<file path="config.mk">
export PLATFORM = sky130hd
export DESIGN_NAME = inv_startup_seq
export DESIGN_NICKNAME = d
export VERILOG_FILES = /design/src/rtl/isq_pkg.sv /design/src/rtl/isq_step_timer.sv /design/src/rtl/isq_pulse_ctr.sv /design/src/rtl/isq_fsm.sv /design/src/rtl/isq_gate_mux.sv /design/src/rtl/inv_startup_seq.sv
export SDC_FILE = /design/constraint.sdc
export NUM_CORES = 1
export LEC_CHECK = 0
export BUFFER_PORTS_ARGS = -buffer_cell sky130_fd_sc_hd__clkbuf_2
export CAP_MARGIN = 20
export CORE_MARGIN = 4
export CORE_UTILIZATION = 45
export CTS_CLUSTER_SIZE = 40
export DETAILED_ROUTE_END_ITERATION = 6
export PLACE_DENSITY = 0.81
export SLEW_MARGIN = 0
export SYNTH_ARGS = -nofsm -noshare
export SYNTH_HDL_FRONTEND = slang
export SYNTH_SLANG_ARGS = --single-unit
</file>
<file path="constraint.sdc">
create_clock -name clk -period 2.2 [get_ports clk]
set_input_delay 0.11 -clock clk [delete_from_list [all_inputs] [get_ports clk]]
set_output_delay 0.11 -clock clk [all_outputs]
set_load 0.01 [all_outputs]
</file>
<file path="src/rtl/isq_pkg.sv">
package isq_pkg;

    // Width of the pulse-count setting and its legal limits
    localparam int unsigned COUNT_W = 10;
    localparam logic [COUNT_W-1:0] PULSES_LO = 10'd10;
    localparam logic [COUNT_W-1:0] PULSES_HI = 10'd500;

    // Phases of the power-up routine
    typedef enum logic [3:0] {
        ST_IDLE,
        ST_CHG_ON,
        ST_CHG_OFF,
        ST_BRK_ON,
        ST_BRK_GAP,
        ST_LO_ON,
        ST_LO_GAP,
        ST_UP_ON,
        ST_UP_GAP,
        ST_DONE,
        ST_ERR
    } isq_state_e;

    // The seven active-low module inputs, carried as one word
    typedef struct packed {
        logic       brk_n;
        logic [2:0] lo_n;
        logic [2:0] up_n;
    } gate_set_t;

    localparam gate_set_t GATES_OFF = '{brk_n: 1'b1, lo_n: 3'b111, up_n: 3'b111};

    // Clamp a requested pulse count into the legal range
    function automatic logic [COUNT_W-1:0] clamp_count(input logic [COUNT_W-1:0] raw);
        if (raw < PULSES_LO)
            return PULSES_LO;
        else if (raw > PULSES_HI)
            return PULSES_HI;
        else
            return raw;
    endfunction

    // Largest of four durations, used to size the step timer
    function automatic int unsigned max_of4(input int unsigned a, input int unsigned b,
                                            input int unsigned c, input int unsigned d);
        int unsigned m;
        m = a;
        if (b > m) m = b;
        if (c > m) m = c;
        if (d > m) m = d;
        return m;
    endfunction

endpackage

</file>
<file path="src/rtl/isq_step_timer.sv">
// Down-counter that times the current phase. A load with D-1 gives a phase of D cycles.
module isq_step_timer #(
    parameter int unsigned TMR_W = 12
) (
    input  logic             clk,
    input  logic             rst,
    input  logic             load,
    input  logic [TMR_W-1:0] load_val,
    output logic             expired
);
    logic [TMR_W-1:0] remain;

    always_ff @(posedge clk) begin
        if (rst)
            remain <= '0;
        else if (load)
            remain <= load_val;
        else if (remain != '0)
            remain <= remain - TMR_W'(1);
    end

    assign expired = (remain == '0);
endmodule

</file>
<file path="src/rtl/isq_pulse_ctr.sv">
// Counts the charging pulses still to be issued.
module isq_pulse_ctr
    import isq_pkg::*;
(
    input  logic               clk,
    input  logic               rst,
    input  logic               load,
    input  logic [COUNT_W-1:0] req_count,
    input  logic               dec,
    output logic               last
);
    logic [COUNT_W-1:0] left;

    always_ff @(posedge clk) begin
        if (rst)
            left <= '0;
        else if (load)
            left <= clamp_count(req_count);
        else if (dec && left != '0)
            left <= left - COUNT_W'(1);
    end

    // The pulse now ending is the final one
    assign last = (left <= COUNT_W'(1));
endmodule

</file>
<file path="src/rtl/isq_fsm.sv">
// Phase controller: steps through charging, ordered reset pulses and the final decision.
module isq_fsm
    import isq_pkg::*;
#(
    parameter int unsigned ON_CYC     = 2000,
    parameter int unsigned OFF_CYC    = 2000,
    parameter int unsigned RST_ON_CYC = 2000,
    parameter int unsigned GAP_CYC    = 220,
    parameter int unsigned TMR_W      = 12
) (
    input  logic             clk,
    input  logic             rst,
    input  logic             start_req,
    input  logic             fault_n,
    input  logic             tmr_expired,
    input  logic             last_pulse,
    output isq_state_e       state,
    output logic             tmr_load,
    output logic [TMR_W-1:0] tmr_val,
    output logic             pulse_load,
    output logic             pulse_dec
);
    localparam logic [TMR_W-1:0] ON_LD  = TMR_W'(ON_CYC - 1);
    localparam logic [TMR_W-1:0] OFF_LD = TMR_W'(OFF_CYC - 1);
    localparam logic [TMR_W-1:0] RST_LD = TMR_W'(RST_ON_CYC - 1);
    localparam logic [TMR_W-1:0] GAP_LD = TMR_W'(GAP_CYC - 1);

    isq_state_e next_state;

    always_comb begin
        next_state = state;
        tmr_load   = 1'b0;
        tmr_val    = '0;
        pulse_load = 1'b0;
        pulse_dec  = 1'b0;
        case (state)
            ST_IDLE: begin
                if (start_req) begin
                    next_state = ST_CHG_ON;
                    tmr_load   = 1'b1;
                    tmr_val    = ON_LD;
                    pulse_load = 1'b1;
                end
            end
            ST_CHG_ON: begin
                if (tmr_expired) begin
                    next_state = ST_CHG_OFF;
                    tmr_load   = 1'b1;
                    tmr_val    = OFF_LD;
                end
            end
            ST_CHG_OFF: begin
                if (tmr_expired) begin
                    pulse_dec = 1'b1;
                    tmr_load  = 1'b1;
                    if (last_pulse) begin
                        next_state = ST_BRK_ON;
                        tmr_val    = RST_LD;
                    end else begin
                        next_state = ST_CHG_ON;
                        tmr_val    = ON_LD;
                    end
                end
            end
            ST_BRK_ON: begin
                if (tmr_expired) begin
                    next_state = ST_BRK_GAP;
                    tmr_load   = 1'b1;
                    tmr_val    = GAP_LD;
                end
            end
            ST_BRK_GAP: begin
                if (tmr_expired) begin
                    next_state = ST_LO_ON;
                    tmr_load   = 1'b1;
                    tmr_val    = RST_LD;
                end
            end
            ST_LO_ON: begin
                if (tmr_expired) begin
                    next_state = ST_LO_GAP;
                    tmr_load   = 1'b1;
                    tmr_val    = GAP_LD;
                end
            end
            ST_LO_GAP: begin
                if (tmr_expired) begin
                    next_state = ST_UP_ON;
                    tmr_load   = 1'b1;
                    tmr_val    = RST_LD;
                end
            end
            ST_UP_ON: begin
                if (tmr_expired) begin
                    next_state = ST_UP_GAP;
                    tmr_load   = 1'b1;
                    tmr_val    = GAP_LD;
                end
            end
            ST_UP_GAP: begin
                // The only point where the fault line is consulted
                if (tmr_expired)
                    next_state = fault_n ? ST_DONE : ST_ERR;
            end
            ST_DONE:  next_state = ST_DONE;
            ST_ERR:   next_state = ST_ERR;
            default:  next_state = ST_IDLE;
        endcase
    end

    always_ff @(posedge clk) begin
        if (rst)
            state <= ST_IDLE;
        else
            state <= next_state;
    end
endmodule

</file>
<file path="src/rtl/isq_gate_mux.sv">
// Chooses the seven gate lines from the phase, or passes PWM through once finished.
module isq_gate_mux
    import isq_pkg::*;
(
    input  isq_state_e state,
    input  gate_set_t  pwm_cmd,
    output gate_set_t  gates,
    output logic       done,
    output logic       error
);
    always_comb begin
        gates = GATES_OFF;
        case (state)
            ST_CHG_ON: gates.lo_n  = 3'b000;
            ST_BRK_ON: gates.brk_n = 1'b0;
            ST_LO_ON:  gates.lo_n  = 3'b000;
            ST_UP_ON:  gates.up_n  = 3'b000;
            ST_DONE:   gates       = pwm_cmd;
            default:   gates       = GATES_OFF;
        endcase
    end

    assign done  = (state == ST_DONE);
    assign error = (state == ST_ERR);
endmodule

</file>
<file path="src/rtl/inv_startup_seq.sv">
// Top level of the inverter start-up sequencer.
module inv_startup_seq
    import isq_pkg::*;
#(
    parameter int unsigned ON_CYC     = 2000,
    parameter int unsigned OFF_CYC    = ON_CYC,
    parameter int unsigned RST_ON_CYC = 2000,
    parameter int unsigned GAP_CYC    = 220
) (
    input  logic               clk,
    input  logic               rst,
    input  logic               start_req,
    input  logic [COUNT_W-1:0] pulse_count,
    input  logic               fault_n,
    input  logic [2:0]         pwm_up_n,
    input  logic [2:0]         pwm_lo_n,
    input  logic               pwm_brk_n,
    output logic [2:0]         gate_up_n,
    output logic [2:0]         gate_lo_n,
    output logic               gate_brk_n,
    output logic               seq_done,
    output logic               seq_error
);
    localparam int unsigned LONGEST = max_of4(ON_CYC, OFF_CYC, RST_ON_CYC, GAP_CYC);
    localparam int unsigned TMR_W   = (LONGEST < 2) ? 1 : $clog2(LONGEST);

    isq_state_e       state;
    logic             tmr_load;
    logic [TMR_W-1:0] tmr_val;
    logic             tmr_expired;
    logic             pulse_load;
    logic             pulse_dec;
    logic             last_pulse;
    gate_set_t        pwm_cmd;
    gate_set_t        gates;

    isq_fsm #(
        .ON_CYC     (ON_CYC),
        .OFF_CYC    (OFF_CYC),
        .RST_ON_CYC (RST_ON_CYC),
        .GAP_CYC    (GAP_CYC),
        .TMR_W      (TMR_W)
    ) u_fsm (
        .clk         (clk),
        .rst         (rst),
        .start_req   (start_req),
        .fault_n     (fault_n),
        .tmr_expired (tmr_expired),
        .last_pulse  (last_pulse),
        .state       (state),
        .tmr_load    (tmr_load),
        .tmr_val     (tmr_val),
        .pulse_load  (pulse_load),
        .pulse_dec   (pulse_dec)
    );

    isq_step_timer #(.TMR_W(TMR_W)) u_timer (
        .clk      (clk),
        .rst      (rst),
        .load     (tmr_load),
        .load_val (tmr_val),
        .expired  (tmr_expired)
    );

    isq_pulse_ctr u_pulses (
        .clk       (clk),
        .rst       (rst),
        .load      (pulse_load),
        .req_count (pulse_count),
        .dec       (pulse_dec),
        .last      (last_pulse)
    );

    assign pwm_cmd = '{brk_n: pwm_brk_n, lo_n: pwm_lo_n, up_n: pwm_up_n};

    isq_gate_mux u_mux (
        .state   (state),
        .pwm_cmd (pwm_cmd),
        .gates   (gates),
        .done    (seq_done),
        .error   (seq_error)
    );

    assign gate_up_n  = gates.up_n;
    assign gate_lo_n  = gates.lo_n;
    assign gate_brk_n = gates.brk_n;
endmodule

</file>
Yosys cells after proc, flatten, opt, wreduce, memory -nomap -nowiden
Cells that the tools add are included.

word-level totals
  word-level logic and storage cells = 69
  bits in registers = 25
  input bits = 21
  output and inout port bits = 9

operators by class
  $add $sub $neg = 2
  multiplexer cells = 30
  order comparisons = 3
  reduce and logical (&&, ||, !) cells = 12
  equal/unequal tests = 19

operators by type and width
  operator                                                                            count
  11-bit 2-to-1 mux                                                                   4
  4-bit one-hot mux with 11 select lines                                              1
  10-bit 2-to-1 mux                                                                   4
  4-bit 2-to-1 mux                                                                    9
  11-bit one-hot mux with 3 select lines                                              1
  2-bit != test (second input constant)                                               9
  4-bit by 3-bit equality test with 1-bit output (second input constant)              4
  4-bit equality test (second input constant)                                         3
  3-bit one-hot mux with 2 select lines                                               2
  11-bit logical NOT                                                                  1
  11-bit nonzero test                                                                 1
  11-bit by 1-bit subtractor with 11-bit output (second input constant)               1
  10-bit by 9-bit greater-than comparator with 1-bit output (second input constant)   1
  10-bit by 1-bit less-or-equal comparator with 1-bit output (second input constant)  1
  10-bit by 4-bit less-than comparator with 1-bit output (second input constant)      1
  10-bit nonzero test                                                                 1
  10-bit by 1-bit subtractor with 10-bit output (second input constant)               1
  9-bit AND reduction                                                                 1
  4-bit by 2-bit equality test with 1-bit output (second input constant)              2
  8-bit 2-to-1 mux                                                                    1
  7-bit OR reduction                                                                  1
  4-bit by 1-bit equality test with 1-bit output (second input constant)              1
  4-bit logical NOT                                                                   1
  1-bit 2-to-1 mux                                                                    4
  other kinds (7)                                                                     10

Logic depth before layout (Yosys ltp)
  word-level depth = 6
  mapped depth = 9
  depth with buffers taken out = 7

Modules after synthesis
From an unflattened synthesis, not the netlist that was laid out.

unflattened totals
  cell total of the unflattened synthesis = 250
  area, all modules = 2,005.7 um^2

by module, submodules not included
  module          area each (um^2)  cells each  sequential area each (um^2)  instances
  isq_pulse_ctr   784.5             99          200.2                        1
  isq_step_timer  626.9             72          220.2                        1
  isq_fsm         442.9             57          80.1                         1
  isq_gate_mux    151.4             22          0.0                          1

Worst setup path before layout
No wires, ideal clock.

  kind = register to register
  from = register u_timer.remain[0]
  to = register u_fsm.state[3]
  arrival = 2.321 ns
  cell stages (with the launch flop) = 9
  period minus slack after synthesis = 2.391 ns
  slack = -0.191 ns
  library setup time = 0.070 ns
  required time = 2.130 ns
  buffers on the path = 2
  cells stage by stage = dfxtp_1 inv_1 ha_1 or4b_1 clkbuf_1 or4_4 buf_6 or4b_1 a21oi_1

between the ends
  cells in the longest elaborated chain, start to end = 3
  elaborated cells between the ends (all ways) = 10
  those cells by class = eq/ne: 8; reduce/logical: 2

ends and longest elaborated chain
  what                               RTL line              text
  start, declared                    isq_step_timer.sv:11  logic [TMR_W-1:0] remain;
  start signal, assigned             isq_step_timer.sv:17  remain <= load_val;
  start signal, assigned             isq_step_timer.sv:19  remain <= remain - TMR_W'(1);
  11-bit logical NOT (*)             isq_step_timer.sv:22  assign expired = (remain == '0);
  2-bit != test (no line)            n/a
  9-bit AND reduction (no line) (*)  n/a
  end signal, assigned               isq_fsm.sv:115        state <= next_state;
  end, declared                      isq_fsm.sv:17         output isq_state_e state,

Every way passes the cells marked *; elsewhere a longest branch is shown, timed or not.
A chain may end at the register's enable or synchronous reset.

Worst setup path in the final report
  from = register u_timer.remain[1]
  to = register u_fsm.state[3]

The elaborated chain is that of the path after synthesis.

==> metrics.md <==
| Metric | Value |
|---|---|
| Final setup TNS | -0.0187 ns |
| Die Y | ~70 µm |
| Ant. Diodes | 0 |
| Clk Latency, worst-skew pair | 0.27 ns |
| Worst setup SP type | flip-flop |
| Failing checks | negative setup slack |
| PD cells | between 800 and 900 mW/mm² |
| First-pass GRT wire length | around 7400 µm |
| Mapped cell area | 0.00177 mm² |
| CTS Sinks | 25 |
| Reg power frac | 0.340 |
| Initial Utilization | 0.473 |
| Mapped Cells | approximately 230 |
| Psw | a little over 700 µW |
| EDFF count, synth | 0 |
| Final WS setup | -0.0187 ns |
| Unrepaired setup endpoints after global routing | yes |
| H-tree depth | 1 |
| Largest area contributor in the netlist | dfxtp_1 |
| Netlist cell types | 53 |
| Max-cap violations | 0 |
| Max-slew headroom | 0.664 |
| WP data required | ~2.4 ns |
| Vias per inst | between 5 and 6 |
| All-Layer GR Usage | 0.178 |
| Status | finished, violations left |
| Tmin final | approximately 2.2 ns |
| Global placement routability congestion | 0.862 |
| R2R depth | 6 |
| Detail Placement HPWL | about 3300 µm |
| Period utilisation layout | 1.01 |
| Layout area overhead | 27.8% |
| Logic pwr share | 0.511 |
| Fillers | 356 |
| Primary FF master, synth | dfxtp_1 |
| Pin count of the biggest net entering global routing | 22 |
| Worst slew pin tran | approximately 0.5 ns |
| Vias in the first global route | 1,686 |
| Final WL | 4580 µm |
| Synth Area per Inst | approximately 7.8 µm² |
| Avg WL per Cell | ~14 µm |
| DP Area | approximately 0.0021 mm² |
| Final Non-Filler Cells | approximately 330 |
| Post-synth top area share | 0.283 |
| ANT nets after route | 0 |
| Crit-path cells | inv_2, ha_4, or4b_4, or4_4, or4b_1, a21oi_1 |
| Power Total | roughly 1.8 mW |
| CTS buffer count | 3 |
| Yosys reg bits | 25 |
| Placed Instances | 319 |
| Slew Viols, Final | 0 |
| Reg-to-Reg Start | u_timer.remain[1]$_SDFFE_PP0P_ |
| Main area contributors after synthesis | dfxtp_1 28%, a21oi_1 4.2%, nand2_1 4.2% |
| Sequential standard cell area | about 500 µm² |
| Final core occ | 0.604 |
| PortBufs | 29 |
| Layout cell share with drive strength beyond 1 | 0.327 |
| Final Hold Viols | 0 |
| Multi-input gate area | roughly 0.0012 mm² |
| CP max-delay cell | or4b_4 |
| CP Max Fanout | 6 |
| Async SR Flop Fraction | 0 |
| Internal reg-to-reg setup slack | -0.02 ns |
| Clock Tree Root | clkbuf_8 |
| Slowest cell delay on critical path | around 0.5 ns |
| Sequential cell area fraction in the yosys report | 0.283 |
| Layout Skew | roughly 0.0055 ns |
| Hold_buf cts | 0 |
| Hold Crit Class | in2reg |
| Core footprint | 0.00374 mm² |
| Fmax | approximately 450 MHz |
| Switching Fraction | 0.386 |
| Internal Power | ~1.1 mW |
| Setup violations, final | 1 |
| Final Cell Area | around 0.0023 mm² |
| Synthesized Nets | about 250 |
| Critical path origin | u_timer.remain[1]$_SDFFE_PP0P_ |
| Synth warn | 0 |
| Worst-path clk slew | 0.09 ns |
| DRC | 0 |
| IO Pins | 30 |
| First DRT Iteration DRCs | between 100 and 150 |
| CP endpoint | u_fsm.state[3]$_SDFFE_PP0P_ |
| P_leak | 0.887 nW |
| Nets | 304 |
| WS Path Type | reg2reg |
| Gr ovfl total | 0 |
| Via count | between 1.5k and 2k |
| Peak supply drop | 0.308 mV |
| DRT Pass-1 Iters | 4 |
| Clock power share | 0.149 |
| R2r endpoint | u_fsm.state[3]$_SDFFE_PP0P_ |
| Die area | 0.00500 mm² |
| Site row count | 22 |
| Crit path capture type | flip-flop |
| CTS tree | done |
| Die Span X | 70.7 µm |
| CP arrival | 2.42 ns |
| Initial antenna violation count | 0 |
| Longest Clk Path Bufs | 2 |
routing by layer:
metal  vias up  share of wire  track usage  wire length [µm]
met1       845           0.43        0.214              1980
li1        951              -            -                 -
met5         -              0            0                 0
met2        35           0.51        0.324              2330
met4         0          0.010       0.0564                48
met3         4          0.049       0.0270               226
synthesized netlist by cell type, drive strengths merged, types with 2 or more instances:
master,n
a211oi,5
a21boi,2
a21oi,15
a221oi,4
a31oi,2
and3,2
and3b,2
and4b,2
buf,3
clkbuf,9
dfxtp,25
ha,4
inv,9
nand2,20
nand2b,3
nand3,2
nand3b,3
nand4,6
nand4b,2
nor2,19
nor2b,3
nor3,12
nor4,4
nor4b,4
o21ai,15
o22ai,3
o31ai,3
or2,4
or3,6
or4,3
or4b,2
xnor2,7
xor2,7
stage by stage:
stage / worst slack (ns) / hold WS, ns
after floorplan: -0.124 / 0.261
after global placement: -0.0542 / 0.379
after detailed placement: -0.108 / 0.382
after CTS: 0.0222 / 0.0877
after global routing: -0.0791 / 0.0977
final: -0.0187 / 0.0889
kinds of logic after synthesis:
group / after synthesis / share of synthesized area
buffers and inverters: 21 / 0.0530
AND/OR/NAND/NOR: 102 / 0.342
flip-flops: 25 / 0.283
XOR/XNOR: 14 / 0.0693
adder cells (fa/ha/maj): 4 / 0.0283
AO/OA/AOI/OAI: 61 / 0.225
sequential cells by signal (all words and copies together) (netlist names):
| register | cells |
|---|---|
| u_fsm.state | 4 |
| u_pulses.left | 10 |
| u_timer.remain | 11 |
critical path: cells and delay by family (launching register included):
family,cells,cell delay (ns)
buffers and inverters,1,0.07
AO/OA/AOI/OAI,1,0.13
flip-flops,1,0.33
adder cells (fa/ha/maj),1,0.13
AND/OR/NAND/NOR,3,1.50
worst min-delay path by stage:
stage | start | end | slack (ns) | cells after the start
after floorplan | pulse_count[6] | u_pulses.left[6]$_SDFFE_PP0P_ | 0.26 | 2
after global placement | pulse_count[0] | u_pulses.left[0]$_SDFFE_PP0P_ | 0.38 | 3
after detailed placement | pulse_count[0] | u_pulses.left[0]$_SDFFE_PP0P_ | 0.38 | 3
after CTS | pulse_count[0] | u_pulses.left[0]$_SDFFE_PP0P_ | 0.09 | 3
after global routing | pulse_count[0] | u_pulses.left[0]$_SDFFE_PP0P_ | 0.1 | 3
final | pulse_count[0] | u_pulses.left[0]$_SDFFE_PP0P_ | 0.09 | 3
cell usage in the layout, fill, tap and decap left out, types with 4 or more instances in the layout:
master     n
nand4_1    5
nor3_1    11
buf_4     27
a221oi_1   4
nand2_1   19
a21oi_1    9
a211oi_1   5
xor2_1     7
a21oi_2    6
nor4b_1    4
o21ai_0   13
or2_2      4
or3_1      5
inv_1      7
clkbuf_2  29
nor2_1    18
dfxtp_1   23
xnor2_1    7
power by group through the flow:
| stage | Sequential [mW] | Clock [mW] | Combinational, mW |
|---|---|---|---|
| 3_5_place_dp | 0.625 | 0 | 0.828 |
| 5_1_grt | 0.633 | 0.292 | 1.04 |
| 6_report | 0.623 | 0.273 | 0.934 |
| 2_1_floorplan | 0.625 | 0 | 0.570 |
| 3_3_place_gp | 0.621 | 0 | 0.812 |
| 4_1_cts | 0.616 | 0.280 | 0.853 |
repair_timing:
action	CTS	global route
pin swaps	1	7
gates resized for setup	2	20
setup buffers	1	2
setup endpoints to repair	17	18
cell type report:
cell class,instances,area share
clock buffer,3,0.0183
timing repair buffer,59,0.169
multi-input combinational,181,0.547
sequential,25,0.222
inverter,9,0.0149
clock inverter,1,0.00221
tap,48,0.0265
Power figures use the tool's default switching activity.
